==> config.mk <==
export PLATFORM = sky130hd
export DESIGN_NAME = encconv
export DESIGN_NICKNAME = d
export VERILOG_FILES = /design/src/rtl/encconv_pkg.sv /design/src/rtl/encconv_decode.sv /design/src/rtl/encconv_serial_mag.sv /design/src/rtl/encconv_encode.sv /design/src/rtl/encconv.sv
export SDC_FILE = /design/constraint.sdc
export NUM_CORES = 1
export LEC_CHECK = 0
export BUFFER_PORTS_ARGS = -buffer_cell sky130_fd_sc_hd__buf_4
export CAP_MARGIN = 20
export CORE_MARGIN = 4
export CORE_UTILIZATION = 47
export DETAILED_ROUTE_END_ITERATION = 10
export PLACE_DENSITY = 0.72
export SLEW_MARGIN = 20
export SYNTH_ARGS = -nofsm -noshare
export SYNTH_HDL_FRONTEND = slang
export SYNTH_SLANG_ARGS = --single-unit
export TNS_END_PERCENT = 1
==> constraint.sdc <==
create_clock -name clk -period 3.4 [get_ports clk]
set_clock_uncertainty 0.2 [all_clocks]
set_input_delay 0.51 -clock clk [delete_from_list [all_inputs] [get_ports clk]]
set_output_delay 0.51 -clock clk [all_outputs]
set_load 0.01 [all_outputs]
==> src/rtl/encconv_pkg.sv <==
package encconv_pkg;

  typedef enum logic [1:0] {
    ENC_SMAG   = 2'd0,
    ENC_ONES   = 2'd1,
    ENC_TWOS   = 2'd2,
    ENC_BIASED = 2'd3
  } enc_e;

endpackage

==> src/rtl/encconv_decode.sv <==
module encconv_decode
  import encconv_pkg::*;
#(
  parameter int MAG_W = 7
) (
  input  logic [MAG_W:0] word_i,
  input  logic [1:0]     src_i,
  output logic [MAG_W:0] pivot_o,
  output logic           negz_o
);
  localparam int W = MAG_W + 1;

  function automatic logic [W-1:0] negate(input logic [W-1:0] x);
    return (~x) + {{(W-1){1'b0}}, 1'b1};
  endfunction

  function automatic logic [W-1:0] from_smag(input logic [W-1:0] x);
    if (x[W-1]) return negate({1'b0, x[W-2:0]});
    return x;
  endfunction

  function automatic logic [W-1:0] from_ones(input logic [W-1:0] x);
    if (x[W-1]) return x + {{(W-1){1'b0}}, 1'b1};
    return x;
  endfunction

  logic sign_bit;
  logic low_zero;
  logic low_ones;

  assign sign_bit = word_i[W-1];
  assign low_zero = (word_i[W-2:0] == '0);
  assign low_ones = (word_i[W-2:0] == {(W-1){1'b1}});

  always_comb begin
    pivot_o = word_i;
    negz_o  = 1'b0;
    unique case (enc_e'(src_i))
      ENC_SMAG: begin
        pivot_o = from_smag(word_i);
        negz_o  = sign_bit & low_zero;
      end
      ENC_ONES: begin
        pivot_o = from_ones(word_i);
        negz_o  = sign_bit & low_ones;
      end
      ENC_TWOS:   pivot_o = word_i;
      ENC_BIASED: pivot_o = {~sign_bit, word_i[W-2:0]};
      default:    pivot_o = word_i;
    endcase
  end
endmodule

==> src/rtl/encconv_serial_mag.sv <==
module encconv_serial_mag #(
  parameter int MAG_W = 7
) (
  input  logic [MAG_W:0]   twos_i,
  output logic [MAG_W-1:0] mag_o,
  output logic             is_min_o
);
  logic neg;
  logic [MAG_W:0] seen;

  assign neg     = twos_i[MAG_W];
  assign seen[0] = 1'b0;

  generate
    for (genvar i = 0; i < MAG_W; i++) begin : g_scan
      assign mag_o[i]    = neg ? (twos_i[i] ^ seen[i]) : twos_i[i];
      assign seen[i + 1] = seen[i] | twos_i[i];
    end
  endgenerate

  assign is_min_o = neg & ~seen[MAG_W];
endmodule

==> src/rtl/encconv_encode.sv <==
module encconv_encode
  import encconv_pkg::*;
#(
  parameter int MAG_W = 7
) (
  input  logic [MAG_W:0] pivot_i,
  input  logic [1:0]     dst_i,
  output logic [MAG_W:0] word_o,
  output logic           unrep_o
);
  localparam int W = MAG_W + 1;

  logic [MAG_W-1:0] mag;
  logic             is_min;
  logic             neg;
  logic             sym_dst;

  encconv_serial_mag #(.MAG_W(MAG_W)) u_scan (
    .twos_i  (pivot_i),
    .mag_o   (mag),
    .is_min_o(is_min)
  );

  function automatic logic [W-1:0] to_smag(input logic n, input logic [W-2:0] m);
    return {n, m};
  endfunction

  function automatic logic [W-1:0] to_ones(input logic n, input logic [W-2:0] m);
    return n ? {1'b1, ~m} : {1'b0, m};
  endfunction

  assign neg     = pivot_i[W-1];
  assign sym_dst = (enc_e'(dst_i) == ENC_SMAG) || (enc_e'(dst_i) == ENC_ONES);
  assign unrep_o = sym_dst & is_min;

  always_comb begin
    word_o = pivot_i;
    unique case (enc_e'(dst_i))
      ENC_SMAG:   word_o = to_smag(neg, mag);
      ENC_ONES:   word_o = to_ones(neg, mag);
      ENC_TWOS:   word_o = pivot_i;
      ENC_BIASED: word_o = {~neg, pivot_i[W-2:0]};
      default:    word_o = pivot_i;
    endcase
    if (unrep_o) word_o = '0;
  end
endmodule

==> src/rtl/encconv.sv <==
module encconv #(
  parameter int MAG_W = 7
) (
  input  logic             clk,
  input  logic             rst_n,
  input  logic [MAG_W:0]   conv_in,
  input  logic [1:0]       src_sel,
  input  logic [1:0]       dst_sel,
  output logic [MAG_W:0]   conv_out,
  output logic             unrep_flag,
  output logic             negz_flag
);
  logic [MAG_W:0] pivot;
  logic           dec_negz;
  logic [MAG_W:0] enc_word;
  logic           enc_unrep;

  encconv_decode #(.MAG_W(MAG_W)) u_dec (
    .word_i (conv_in),
    .src_i  (src_sel),
    .pivot_o(pivot),
    .negz_o (dec_negz)
  );

  encconv_encode #(.MAG_W(MAG_W)) u_enc (
    .pivot_i(pivot),
    .dst_i  (dst_sel),
    .word_o (enc_word),
    .unrep_o(enc_unrep)
  );

  always_ff @(posedge clk) begin
    if (!rst_n) begin
      conv_out   <= '0;
      unrep_flag <= 1'b0;
      negz_flag  <= 1'b0;
    end else begin
      conv_out   <= enc_word;
      unrep_flag <= enc_unrep;
      negz_flag  <= dec_negz;
    end
  end
endmodule

==> flow_summary.yaml <==
logic_synthesis:
  synth_area_um2: 918
  synth-seq-area-share_pct: 21.8
  synthTopCellsByArea: "dfxtp_1, ha_1, xnor2_1, mux2i_1, or3_1"
  netlist.area_leader.share_pct: 21.8
  synth_seq_cells: 10
  syn_inst: 112
  synth.largest_area_cell: "dfxtp_1"
  yosys_warnings: 0
  synth_cell_types: 40
  syn_nets: 134
  avgSynthCellArea_um2: 8.20
cells_and_area:
  area_growth_pct: 24.3
  multi_input_area_um2: 659
  nets: 159
  final_common_cell: "buf_4"
  area.sequential_um2: 200
  fin_util_pct: 64.0
  drive_gt1_share_pct: 25.0
  layout_common_cells: "buf_4, dfxtp_1, ha_1"
  fillers: 169
  antenna_cells: 0
critical_path:
  crit_slowest_cell: "or3_1"
  cp.arrival_ps: 3030
  cp_common_cell: "ha_1"
  path_class: "in -> reg"
  end_kind: "flop"
  crit_chain: "buf_4 > inv_1 > ha_1 > or2_2 > a21oi_1 > xnor2_1 > ha_1 > ha_1 > ha_1 > ha_1 > ha_1 > xnor2_1 > or3_1 > a21oi_1"
  slowest_delay_ps: 310
  crit_required_ps: 3400
  critPathLaunchType: "input pin"
  crit_fanout: 4
timing:
  finalMaxSlewViolations: 0
  finalHoldWorstSlack_ps: 293
  final-setup-viol-count: 0
  setup_ws_ps: 372
  timing.slew.headroom_pct: 64.7
  rsz0062_at_grt: "no"
  fin_setup_tns_ps: 0
  tightest_slew_ps: 530
  finalHoldViolations: 0
  min_period_ps: 3030
  fmax_mhz: 330
  fin_crit_sh_pct: 89.1
power:
  leakagePower_nw: 0.518
  total_power_w: 0.000361
  ir_drop_uv: 177
  powerDensity_mw_per_mm2: 316
clock_tree:
  cts_setup_buffers: 0
  clock-sinks: 10
  numCtsBuffers: 3
  cts_resized: 0
  ctsHoldBuffers: 0
  ctsRootBufferMaster: "clkbuf_4"
  path_clk_slew_ps: 60
  cts_tree: "yes"
  clock_path_buffers: 2
  htreeDepth: 1
worst_hold_path:
  holdCritPathClass: "in -> reg"
placed_design:
  place.gp.congestion: 0.816
  port_buffers: 23
  dp_hpwl_mm: 1.67
  dp_slack_ps: 107
routing:
  routed_wl_mm: 2.03
  vias: 912
  first_pass_iters: 5
  final_antenna_net_count: 0
  post_drt_wl_per_cell_um: 12.6
  remaining_drc_errors: 0
  drt_iter0_markers: 10
  vias_per_cell: 5.66
floorplan:
  dieArea_mm2: 0.00273
  rows: 15
  die_h_um: 52.2
  core_area_mm2: 0.00178
  io_pins: 24
  die_w_um: 52.2
  start_util_pct: 51.5
global_route:
  grt_pass1_vias: 850
  grt_max_degree: 16
  grt_overflow: 0
  antenna_found_initial: 0
  grt_first_pass_wirelength_mm: 3.42
  track_usage_pct: 16.5
run_status:
  outcome: "completed"
flow_run:
  maxCapViolations: 0
-- registers in the layout, indices dropped and copies added, names as in the netlist --
register / cells
conv_out: 8
negz_flag: 1
unrep_flag: 1
-- final timing paths --
| kind | from | to | slack [ps] | cells after the start |
|---|---|---|---|---|
| worst max-delay path | conv_in[0] | conv_out[6] | 370 | 14 |
| worst min-delay path | rst_n | conv_out[3] | 290 | 2 |
-- through the flow --
step | cell area [µm²] | cells
2_1_floorplan | 918 | 112
3_3_place_gp | 1100 | 157
3_5_place_dp | 1100 | 157
4_1_cts | 1140 | 161
5_1_grt | 1140 | 161
6_report | 1140 | 161
-- synthesized netlist by cell type --
cell type,instances
a211oi_1,2
a21boi_0,2
a21o_1,1
a21oi_1,6
a221oi_1,1
a31oi_1,1
a41oi_2,1
and2_1,2
and2b_1,2
and3b_1,1
and4_4,1
buf_2,2
buf_6,2
clkbuf_1,2
dfxtp_1,10
ha_1,8
inv_1,5
mux2i_1,5
nand2_1,7
nand2b_1,4
nand3_1,2
nand3b_1,2
nand4_1,3
nand4b_1,1
nor2_1,6
nor3_1,2
nor3b_1,1
nor4_1,2
o211ai_1,1
o21ai_0,3
o21ai_1,1
o21ai_2,1
o21bai_1,1
o22ai_1,1
o32ai_1,1
or2_2,1
or3_1,7
or4b_1,1
xnor2_1,7
xor2_1,3
-- power by group --
group | leakage, nW | internal, W | switching (W)
Combinational | 0.414 | 0.0000630 | 0.0000627
Clock | 0.0210 | 0.0000651 | 0.0000409
Sequential | 0.0827 | 0.000127 | 0.00000243
Total | 0.518 | 0.000255 | 0.000106
-- logic make-up (layout without fill, tap and decap cells) --
logic type,after synthesis,count (layout),synth area share (%)
xor gates and xnor gates,10,10,9.54
and+or+nand+nor,45,45,28.7
DFF,10,10,21.8
buffers and inverters,11,35,6.40
adders and majority gates,8,8,10.9
muxes,5,5,5.45
AOI/OAI and AO/OA,23,23,17.2
-- cell type report --
class,instances,share of cell area [%]
multi-input cells,91,57.8
flip-flops and latches,10,17.5
repair buffers,26,17.1
clock buffers,4,3.18
well taps,25,2.74
inverters,5,1.64
-- metal layers --
layer	global-route usage [%]	wire length [µm]
met1	17.9	852
met2	31.4	1030
met3	1.71	103
met4	7.66	50
met5	0	0
-- critical path, delay by kind of cell --
family	cells	cell delay (ps)
fa+ha+maj	6	1270
buf+inv	2	140
simple gates	2	580
xor+xnor	2	230
compound gates	2	320
(Power assumes the default switching activity.)
